## src/rtl/xo_pkg.sv

```systemverilog
package xo_pkg;

  typedef enum logic [1:0] {
    MST_FETCH    = 2'd0,
    MST_CPU_DATA = 2'd1,
    MST_DMA      = 2'd2,
    MST_DEBUG    = 2'd3
  } master_e;

  typedef enum logic [1:0] {
    OP_READ  = 2'd0,
    OP_WRITE = 2'd1,
    OP_ERASE = 2'd2,
    OP_RSVD  = 2'd3
  } op_e;

  // strobes from the control to the datapath
  typedef struct packed {
    logic accFire;
    logic accAllow;
    logic cfgFire;
    logic cfgCommit;
    logic clearAll;
  } strobe_t;

endpackage

```

## src/rtl/xo_ctrl.sv

```systemverilog
module xo_ctrl
  import xo_pkg::*;
(
  input  logic       accValid,
  input  logic [1:0] accMaster,
  input  logic [1:0] accOp,
  input  logic       accHit,
  input  logic       cfgValid,
  input  logic       cfgLive,
  input  logic       cfgGrowOk,
  input  logic       regressEvt,
  input  logic       preserveKeep,
  output strobe_t    strobes
);

  master_e masterKind;
  op_e     opKind;
  logic    fetchRead;
  logic    wipe;

  always_comb begin
    masterKind = master_e'(accMaster);
    opKind     = op_e'(accOp);
    fetchRead  = (masterKind == MST_FETCH) && (opKind == OP_READ);
    wipe       = regressEvt && !preserveKeep;

    strobes.accFire   = accValid;
    strobes.accAllow  = !accHit || fetchRead;
    strobes.cfgFire   = cfgValid;
    strobes.cfgCommit = cfgValid && !wipe && (!cfgLive || cfgGrowOk);
    strobes.clearAll  = wipe;
  end

endmodule

```

## src/rtl/xo_datapath.sv

```systemverilog
module xo_datapath
  import xo_pkg::*;
#(
  parameter int ADDR_W    = 20,
  parameter int DATA_W    = 32,
  parameter int NUM_BANKS = 2,
  parameter int GRAN_W    = 3,
  parameter int BANK_W    = 1
) (
  input  logic                     clk,
  input  logic                     rstN,
  input  logic [ADDR_W-1:0]        accAddr,
  input  logic [BANK_W-1:0]        accBank,
  input  logic [DATA_W-1:0]        accRdata,
  input  logic [BANK_W-1:0]        cfgBank,
  input  logic [ADDR_W-GRAN_W-1:0] cfgStart,
  input  logic [ADDR_W-GRAN_W-1:0] cfgEnd,
  input  strobe_t                  strobes,
  output logic                     accHit,
  output logic                     cfgLive,
  output logic                     cfgGrowOk,
  output logic                     rspValid,
  output logic                     rspAllow,
  output logic                     rspViolation,
  output logic [DATA_W-1:0]        rspRdata,
  output logic                     cfgDone,
  output logic                     cfgOk
);

  localparam int GAW = ADDR_W - GRAN_W;
  localparam logic [GAW-1:0]  EMPTY_START = '1;
  localparam logic [GAW-1:0]  EMPTY_END   = '0;
  localparam logic [BANK_W:0] BANK_COUNT  = (BANK_W+1)'(NUM_BANKS);

  logic [GAW-1:0]    regStart [NUM_BANKS];
  logic [GAW-1:0]    regEnd   [NUM_BANKS];
  logic [NUM_BANKS-1:0] live;
  logic [NUM_BANKS-1:0] hitVec;
  logic [ADDR_W-1:0] accGran;
  logic              accBankOk;
  logic              cfgBankOk;

  assign accGran   = accAddr >> GRAN_W;
  assign accBankOk = {1'b0, accBank} < BANK_COUNT;
  assign cfgBankOk = {1'b0, cfgBank} < BANK_COUNT;

  for (genvar i = 0; i < NUM_BANKS; i++) begin : g_region
    localparam logic [BANK_W-1:0] IDX = BANK_W'(i);

    always_ff @(posedge clk) begin
      if (!rstN || strobes.clearAll) begin
        regStart[i] <= EMPTY_START;
        regEnd[i]   <= EMPTY_END;
      end else if (strobes.cfgCommit && cfgBank == IDX) begin
        regStart[i] <= cfgStart;
        regEnd[i]   <= cfgEnd;
      end
    end

    assign live[i]   = regStart[i] <= regEnd[i];
    assign hitVec[i] = live[i]
                    && (accGran >= {{GRAN_W{1'b0}}, regStart[i]})
                    && (accGran <= {{GRAN_W{1'b0}}, regEnd[i]});
  end

  always_comb begin
    accHit    = 1'b0;
    cfgLive   = 1'b0;
    cfgGrowOk = 1'b0;
    if (accBankOk) accHit = hitVec[accBank];
    if (cfgBankOk) begin
      cfgLive   = live[cfgBank];
      cfgGrowOk = (cfgStart <= regStart[cfgBank]) && (cfgEnd >= regEnd[cfgBank]);
    end
  end

  always_ff @(posedge clk) begin
    if (!rstN) begin
      rspValid     <= 1'b0;
      rspAllow     <= 1'b0;
      rspViolation <= 1'b0;
      rspRdata     <= '0;
      cfgDone      <= 1'b0;
      cfgOk        <= 1'b0;
    end else begin
      rspValid     <= strobes.accFire;
      rspAllow     <= strobes.accFire && strobes.accAllow;
      rspViolation <= strobes.accFire && !strobes.accAllow;
      rspRdata     <= (strobes.accFire && strobes.accAllow) ? accRdata : '0;
      cfgDone      <= strobes.cfgFire;
      cfgOk        <= strobes.cfgCommit;
    end
  end

endmodule

```

## src/rtl/xo_region_filter.sv

```systemverilog
module xo_region_filter
  import xo_pkg::*;
#(
  parameter int ADDR_W     = 20,
  parameter int DATA_W     = 32,
  parameter int NUM_BANKS  = 2,
  parameter int GRAN_BYTES = 8,
  localparam int GRAN_W    = $clog2(GRAN_BYTES),
  localparam int BANK_W    = (NUM_BANKS > 1) ? $clog2(NUM_BANKS) : 1,
  localparam int GAW       = ADDR_W - GRAN_W
) (
  input  logic              clk,
  input  logic              rstN,
  input  logic              accValid,
  input  logic [ADDR_W-1:0] accAddr,
  input  logic [BANK_W-1:0] accBank,
  input  logic [1:0]        accMaster,
  input  logic [1:0]        accOp,
  input  logic [DATA_W-1:0] accRdata,
  output logic              rspValid,
  output logic              rspAllow,
  output logic              rspViolation,
  output logic [DATA_W-1:0] rspRdata,
  input  logic              cfgValid,
  input  logic [BANK_W-1:0] cfgBank,
  input  logic [GAW-1:0]    cfgStart,
  input  logic [GAW-1:0]    cfgEnd,
  output logic              cfgDone,
  output logic              cfgOk,
  input  logic              regressEvt,
  input  logic              preserveKeep
);

  strobe_t strobes;
  logic    accHit;
  logic    cfgLive;
  logic    cfgGrowOk;

  xo_ctrl ctrl_i (
    .accValid     (accValid),
    .accMaster    (accMaster),
    .accOp        (accOp),
    .accHit       (accHit),
    .cfgValid     (cfgValid),
    .cfgLive      (cfgLive),
    .cfgGrowOk    (cfgGrowOk),
    .regressEvt   (regressEvt),
    .preserveKeep (preserveKeep),
    .strobes      (strobes)
  );

  xo_datapath #(
    .ADDR_W    (ADDR_W),
    .DATA_W    (DATA_W),
    .NUM_BANKS (NUM_BANKS),
    .GRAN_W    (GRAN_W),
    .BANK_W    (BANK_W)
  ) dp_i (
    .clk          (clk),
    .rstN         (rstN),
    .accAddr      (accAddr),
    .accBank      (accBank),
    .accRdata     (accRdata),
    .cfgBank      (cfgBank),
    .cfgStart     (cfgStart),
    .cfgEnd       (cfgEnd),
    .strobes      (strobes),
    .accHit       (accHit),
    .cfgLive      (cfgLive),
    .cfgGrowOk    (cfgGrowOk),
    .rspValid     (rspValid),
    .rspAllow     (rspAllow),
    .rspViolation (rspViolation),
    .rspRdata     (rspRdata),
    .cfgDone      (cfgDone),
    .cfgOk        (cfgOk)
  );

endmodule

```

## config.mk

```make
export PLATFORM = sky130hd
export DESIGN_NAME = xo_region_filter
export DESIGN_NICKNAME = d
export VERILOG_FILES = /design/src/rtl/xo_pkg.sv /design/src/rtl/xo_ctrl.sv /design/src/rtl/xo_datapath.sv /design/src/rtl/xo_region_filter.sv
export SDC_FILE = /design/constraint.sdc
export NUM_CORES = 1
export LEC_CHECK = 0
export CAP_MARGIN = 20
export CORE_UTILIZATION = 33
export CTS_BUF_LIST = sky130_fd_sc_hd__clkbuf_4
export DETAILED_ROUTE_END_ITERATION = 8
export SYNTH_ARGS = -nofsm -noshare
export SYNTH_HDL_FRONTEND = slang
export SYNTH_HIERARCHICAL = 1
export SYNTH_SLANG_ARGS = --single-unit
```

## constraint.sdc

```tcl
create_clock -name clk -period 11.9 [get_ports clk]
set_clock_uncertainty 0.05 [all_clocks]
set_input_delay 1.19 -clock clk [delete_from_list [all_inputs] [get_ports clk]]
set_output_delay 1.19 -clock clk [all_outputs]
set_load 0.05 [all_outputs]
```

Yosys cells after proc, flatten, opt, wreduce, memory -nomap -nowiden
Memories as Yosys holds them, arrays and structs flattened.
Cells that the tools add are included.
{"block": "classes", "bitwise_logic": 5, "n_reduce_logical": 25, "mux": 16, "n_div": 0, "add_sub_neg": 0, "order_cmp": 10, "shifts": 0, "n_mul": 0, "n_eq_ne": 0}
{"op": "$le A17 B17 Y1", "count": 5}
{"op": "$mux W17", "count": 4}
{"op": "$ge A17 B17 Y1", "count": 3}
{"op": "$logic_and A1 B1 Y1", "count": 13}
{"op": "$mux W1", "count": 12}
{"op": "$logic_not A1 Y1", "count": 6}
{"op": "$logic_not A2 Y1", "count": 2}
{"op": "$lt A1 B2 Y1 const B", "count": 2}
{"op": "$or A1 B1 Y1", "count": 4}
{"op": "$logic_or A1 B1 Y1", "count": 3}
{"op": "$reduce_and A2 Y1", "count": 1}
{"op": "$not A1 Y1", "count": 1}
{"block": "totals", "word_cells": 64, "latch_bits": 0, "out_inout_bits": 37, "regBits": 37, "romBits": 0, "mem_bits_rw": 68, "mem_count": 2}
{"memory": "dp_i.regEnd", "depth": 2, "word_bits": 17, "read_ports": 3, "rd_clocked_by_memory_dff": 0, "write_ports": 2, "line_no": "xo_datapath.sv:36", "text": "logic [GAW-1:0] regEnd [NUM_BANKS];"}
{"memory": "dp_i.regStart", "depth": 2, "word_bits": 17, "read_ports": 3, "rd_clocked_by_memory_dff": 0, "write_ports": 2, "line_no": "xo_datapath.sv:35", "text": "logic [GAW-1:0] regStart [NUM_BANKS];"}

Longest topological paths before layout
Gate-level depths: netlist of run 1.
An unclocked memory read counts as a cell.
{"block": "logic_depth", "word_depth": 12, "ltp_mapped": 17, "mapped_depth_nobuf": 14}

Modules after synthesis
Netlist of run 1, hierarchy kept.
{"module": "xo_datapath", "n_inst": 1, "cells_per_inst": 683, "seq_area_each_um2": 2782.7, "area_per_inst_um2": 7066.8}
{"module": "xo_ctrl", "n_inst": 1, "cells_per_inst": 7, "seq_area_each_um2": 0.0, "area_per_inst_um2": 63.8}

Least setup slack after synthesis of run 1
No wires, ideal clock.
{"block": "synth_path", "path_kind": "input -> register", "startpoint": "in cfgBank", "endpoint": "mem dp_i/regEnd[0][0] (netlist name), enable pin", "stages": 14, "setup_ns": 0.392, "required_time_ns": 11.458, "arrival_time_ns": 4.351, "slack_ns": 7.108, "cell_sequence": "buf_2 -> buf_2 -> mux2i_1 -> ha_1 -> a21o_1 -> a21o_1 -> a21oi_2 -> nor2_1 -> or4_1 -> a32oi_1 -> nor2b_1 -> nor3b_2 -> nand2b_1 -> nand2_1"}
{"item": "from (decl)", "line_no": "xo_region_filter.sv:25", "text": "input logic [BANK_W-1:0] cfgBank,"}
{"item": "to (decl)", "line_no": "xo_datapath.sv:36"}

==> summary.md, run 1 <==
| Metric | Value |
|---|---|
| GRT Resource Usage Total | 17.9% |
| CTS tree | yes |
| LEAKAGE | 3.89 nW |
| Die footprint | 0.0222 mm^2 |
| Largest net degree at the start of global routing | 40 |
| Drt wl/cell | 17.1 um |
| # IOs | approximately 140 |
| Area Overhead vs Synth | 25.1% |
| CTS max path bufs | 2 |
| Synth Area per Inst | a little over 10 um^2 |
| Post-route cell area | 0.00892 mm^2 |
| Global-route wire length before repair | 29,800 um |
| Worst path required time | between 10 and 15 ns |
| Kind of critical path | input pin to register |
| Worst hold path class | input pin to register |
| Synth Area in Compound Gates | 9.69% |
| Register area share after synthesis | 39.0% |
| Met2 usage | 29.8% |
| Post-route setup slack | 7.27 ns |
| Multiplexer area fraction after synthesis | slightly below 5% |
| Sum Neg Setup Slack | 0 ns |
| Simple-gate share of the synthesized area | 17.8% |
| # fillers | around 2,100 |
| Commonest cells after routing, fill and taps aside | ha_1, clkdlybuf4s50_1, inv_1 |
| Endpoints failing setup | 0 |
| Number of vias per cell | 4.93 |
| CTS H-Tree Depth | 3 |
| Distinct cells, synth | 45 |
| ANT nets after route | 0 |
| Post-DP Area | ~0.009 mm^2 |
| Dpl hpwl | between 10,000 and 15,000 um |
| Pwr Density | 93.1 mW/mm^2 |
| Asr flop ratio synth | 0% |
| CP endpoint kind | register |
| Slew @ Worst Pin | 0.811 ns |
| Die Y | 149 um |
| CTS buffer count | 9 |
| Max-capacitance violation count | 0 |
| Routed WL | 18,900 um |
| Synth Area in Adders | about a quarter |
| Post-CTS Repair Setup Buffers | 0 |
| Die Wd | around 150 um |
| Fraction of layout cells with a size suffix above 1 | 3.75% |
| Top_reg_cell synth | edfxtp_1 |
| RSZ-0062 raised after global routing | no |
| DRT iter0 DRCs | 194 |
| Drt pass-1 iters | 4 |
| IO Port Bufs | 131 |
| DRC viols | 0 |
| Cells after Synth | 690 |
| Clock Root Buffer | clkbuf_4 |
| Clock latency on the worst-skew pair | ~0.5 ns |
| GRT overflow | 0 |
| Status | finished clean |
| Most common cell after layout, fill and taps aside | ha_1 |
| Num Clock Sinks | roughly 110 |
| Fin crit period | 4.63 ns |
| Clock Pin Slew Worst Setup and Hold Paths | 0.17 ns |
| Max-slew violations | 0 |
| Starting density of the core | 33.8% |
| Met3 usage | 4.65% |
| Peak supply drop | 0.0558 mV |
| Synth warn | 6 |
| Initial antenna violation count | 1 |
| Post-Syn Area | approximately 0.0071 mm^2 |
| Cell Rows | between 50 and 60 |
| DR vias | about 5,400 |
| Max-slew headroom | 45.9% |
| Max FO, Critical Path | 39 |
| Hold Vio Cnt, Final | 0 |
| Place WS | 6.73 ns |
| Grt peak-use layer | met2 |
| Synth Area in XOR/XNOR | 0% |
| Net Count, Synth | 924 |
| Final worst path period share | 38.9% |
| Fmax | around 220 MHz |
| Post-cts sizing count | 0 |
| GP Congestion | 0.890 |
| Startpoint types | input pin |
| Met1 Usage GRT | 22.4% |
| EDFF count, synth | between 60 and 70 |
| Nets | 1,055 |
| Main combinational cell family by area after synthesis | adder cells |
| Seq cells post-synth | 105 |
| Multi-input logic area | between 0.004 and 0.005 mm^2 |
| CP arrival | 4.82 ns |
| Register Area | 0.00278 mm^2 |
| Core footprint | around 0.021 mm^2 |
| Vias in the first global route | 5,604 |
| CTS Hold Bufs | 0 |
==> per-stage QoR <==
step / cells / util (%) / hold slack [ns] / power (mW)
final: 1102 / 42.3 / 1.19 / 0.831
after global routing: 1102 / 42.3 / 1.14 / 0.876
after CTS: 1101 / 42.3 / 1.14 / 0.840
after detailed placement: 1085 / 41.5 / 1.13 / 0.619
after global placement: 1085 / 41.5 / 1.15 / 0.615
after floorplan: 690 / - / 0.843 / 0.535
==> cell type report <==
type / instances / area share (%)
Sequential cell: 105 / 31.2
Multi-Input combinational cell: 498 / 45.0
Inverter: 71 / 2.99
Tap cell: 275 / 3.86
Timing Repair Buffer: 136 / 15.1
Clock buffer: 9 / 0.757
Clock inverter: 7 / 1.12
Antenna cell: 1 / 0.0281
==> logic make-up after synthesis <==
family | after synthesis
flops | 105
compound gates | 111
buf+inv | 87
fa+ha+maj | 136
mux | 34
simple gates | 217
==> registers in the layout (all words and copies together), names as in the netlist <==
signal,cells
dp_i/rspValid,1
dp_i/rspRdata,32
dp_i/rspViolation,1
dp_i/regStart,34
dp_i/cfgOk,1
dp_i/cfgDone,1
dp_i/rspAllow,1
dp_i/regEnd,34
==> worst max-delay path, stage by stage <==
cell	delay, ns
buf_2	0.07
buf_4	0.53
mux2i_1	0.26
ha_1	0.26
a21o_1	0.18
a21o_1	0.18
a21oi_2	0.15
nor2_1	0.05
or4_1	0.56
a32oi_1	0.19
nor2b_1	0.10
nor3b_2	0.22
nand2b_1	0.13
nor3b_4	0.17
buf_4	0.40
nand2_1	0.11
==> per-layer routing <==
metal,wire length (um),part of all wire [%],vias to the layer above
met5,0,0,-
met4,307,1.6,0
met2,8640,46,157
li1,-,-,2743
met3,1360,7.2,19
met1,8560,45,2515
==> final timing paths <==
check,depth (start not counted),slack (ns),end,start
max,16,7.27,dp_i/regStart[0][0],cfgBank
min,2,1.19,dp_i/rspRdata[10],accRdata[10]
max reg2reg,14,8.24,dp_i/regStart[0][0],dp_i/regStart[1][6]
min reg2reg,7,1.19,dp_i/rspViolation,dp_i/regEnd[0][0]
==> cell usage after synthesis (18+ instances only) <==
library cell	number	area, um^2
and2_1	69	432
inv_1	71	267
mux2i_1	32	320
edfxtp_1	68	2040
nand4_1	25	156
o21ai_0	19	95.1
nand2b_1	38	238
a21oi_1	47	235
nand3_1	18	90.1
nand2_1	21	78.8
ha_1	136	1700
dfxtp_1	37	741
==> power breakdown <==
part	leakage [nW]	internal, mW	switching, mW
logic	2.87	0.0887	0.107
clock network	0.0913	0.0876	0.133
registers	0.930	0.406	0.00893
total	3.89	0.582	0.249
(Power assumes the default switching activity.)
==> run 2: changes to the inputs <==
Clock period 11.9 ns to 4.79 ns, I/O delays scaled along.
==> run 2 against run 1 <==
First-iteration DRC count fell by 2.1%; critical path depth fell by 1; sequential share of layout area fell by 0.21 points; setup slack got worse by 6.3 ns; design area rose by 0.67%; die area did not move; combinational power rose to 2.5 times the previous value.
==> summary.md, run 2 (synthesis gave the netlist of run 1 again) <==
| Metric | Value |
|---|---|
| Status | finished clean |
| Fin crit period | 3.83 ns |
| Number of vias per cell | 4.84 |
| Worst min-delay path endpoint | dp_i/rspRdata[8] |
| Grt peak-use layer | met2 |
| Worst path required time | 4.98 ns |
| Kind of critical path | input pin to register |
| Met2 usage | between 20% and 30% |
| ANT nets after route | 0 |
| CTS Hold Bufs | 0 |
| Met3 usage | 4.43% |
| Hold Path Cell Cnt | 2 |
| CTS H-Tree Depth | 3 |
| Largest registers | dp_i/regEnd: 34 flops, dp_i/regStart: 34 flops, dp_i/rspRdata: 32 flops |
| Vias in the first global route | between 5,000 and 6,000 |
| Dpl hpwl | 14,800 um |
| IO Port Bufs | 131 |
| Clock Root Buffer | clkbuf_4 |
| Slew @ Worst Pin | between 0.8 and 0.9 ns |
| CP endpoint kind | register |
| FF-to-FF Start | dp_i/regStart[1][6] |
| Num Clock Sinks | 105 |
| LEAKAGE | approximately 3.9 nW |
| Fmax | 261 MHz |
| Die Y | between 100 and 150 um |
| Clock Pin Slew Worst Setup and Hold Paths | 0.17 ns |
| Nets | between 1,000 and 1,500 |
| Max-capacitance violation count | 0 |
| Area Overhead vs Synth | 25.9% |
| # IOs | about 140 |
| DR vias | 5,347 |
| Pwr Density | roughly 230 mW/mm^2 |
| Levels on crit path | 15 |
| Sum Neg Setup Slack | 0 ns |
| Hold WS | 0.489 ns |
| Worst hold path class | input pin to register |
| Global-route wire length before repair | 29,800 um |
| Endpoints failing setup | 0 |
| Starting density of the core | 33.8% |
| Die Wd | 149 um |
| CP max stage cell | or4_1 |
| Fraction of layout cells with a size suffix above 1 | roughly 4% |
| Commonest cells after routing, fill and taps aside | ha_1, clkdlybuf4s50_1, inv_1 |
| GRT overflow | 0 |
| GP Congestion | 0.840 |
| CTS buffer count | 9 |
| CTS tree | yes |
| Drt wl/cell | about 17 um |
| N_diodes | 0 |
| Cell family with most CP delay | simple AND/OR/NAND/NOR gates |
| Met1 Usage GRT | 23.0% |
| R2r worst-path depth | 14 |
| Drt pass-1 iters | 4 |
| Most common cell after layout, fill and taps aside | ha_1 |
| Final worst path period share | 79.9% |
| Buf+Inv Stages, Crit Path | 3 |
| HP Start | accRdata[8] |
| CP arrival | 4.02 ns |
| GRT Resource Usage Total | 17.9% |
| Max FO, Critical Path | 34 |
| Core footprint | 0.0211 mm^2 |
| Hold Vio Cnt, Final | 0 |
| Pwr Total | 2.06 mW |
| RSZ-0062 raised after global routing | no |
| DRT iter0 DRCs | 190 |
| Post-cts sizing count | 0 |
| Post-CTS Repair Setup Buffers | 0 |
| Initial antenna violation count | 0 |
| Largest net degree at the start of global routing | 35 |
| Reg-to-Reg End | dp_i/regStart[0][9] |
| Startpoint types | input pin |
| Peak supply drop | 0.132 mV |
| Cell Rows | 53 |
| Die footprint | 0.0222 mm^2 |
| Crit-path cells | buf_2 -> buf_4 -> mux2i_1 -> ha_1 -> a21o_1 -> a21oi_2 -> nor2_1 -> or4_1 -> a32oi_1 -> nor2b_1 -> nor3b_2 -> nand2b_1 -> nor3b_4 -> buf_4 -> nand2b_1 |
| Largest stage delay, worst path | 0.56 ns |
| Max-slew headroom | 44.8% |
| Max-slew violations | 0 |
| Worst R2R Setup Slack | 1.11 ns |
| Routed WL | ~19,000 um |
| Clock latency on the worst-skew pair | 0.48 ns |
| CTS max path bufs | 2 |
| DRC viols | 0 |
[run 2: cell types whose count changed in the layout (fill, tap and decap cells not counted), sizes merged]
cell and change:
buf +3, clkinv -1, clkbuf +1, diode -1
[run 2: metrics by stage]
| step | cell area (um^2) | instances | worst slack (ns) | utilization, % |
|---|---|---|---|---|
| 5_1_grt | 8980 | 1104 | 0.726 | 42.6 |
| 3_5_place_dp | 8810 | 1088 | 0.401 | 41.8 |
| 4_1_cts | 8980 | 1104 | 0.952 | 42.6 |
| 6_report | 8980 | 1104 | 0.961 | 42.6 |
| 2_1_floorplan | 7130 | 690 | 0.709 | - |
| 3_3_place_gp | 8810 | 1088 | 0.453 | 41.8 |
[run 2: per-layer routing]
metal / wire (um) / share of wire, %
met5: 0 / 0
met4: 182 / 0.97
met1: 8690 / 46
met2: 8670 / 46
met3: 1250 / 6.7
[run 2: report_power, final]
part / switching, mW / internal [mW]
logic: 0.264 / 0.225
clock network: 0.319 / 0.225
registers: 0.0230 / 1.01
total: 0.605 / 1.46
[run 2: cell type report]
class                   count  area, um^2
multi-input cells         498        4010
clock buffers              10        75.1
flip-flops and latches    105        2780
fillers                  2076       12100
well taps                 275         344
clock inverters             6        95.1
repair buffers            139        1400
inverters                  71         267
[run 2: worst max path at each step]
| stage | end | slack, ns | startpoint |
|---|---|---|---|
| 2_1_floorplan | dp_i/regEnd[0][0] | 0.71 | cfgBank |
| 3_3_place_gp | dp_i/regStart[0][12] | 0.45 | cfgBank |
| 3_5_place_dp | dp_i/regStart[0][9] | 0.40 | cfgBank |
| 4_1_cts | dp_i/regStart[0][9] | 0.95 | cfgBank |
| 5_1_grt | dp_i/regStart[0][11] | 0.73 | cfgBank |
| 6_report | dp_i/regStart[0][9] | 0.96 | cfgBank |
[run 2: worst register-to-register path, delay by kind of cell (launching register included)]
family | cells | cell delay [ns]
fa+ha+maj | 1 | 0.27
buf+inv | 1 | 0.38
simple gates | 7 | 1.34
flops | 1 | 0.49
compound gates | 4 | 0.71
mux | 1 | 0.19
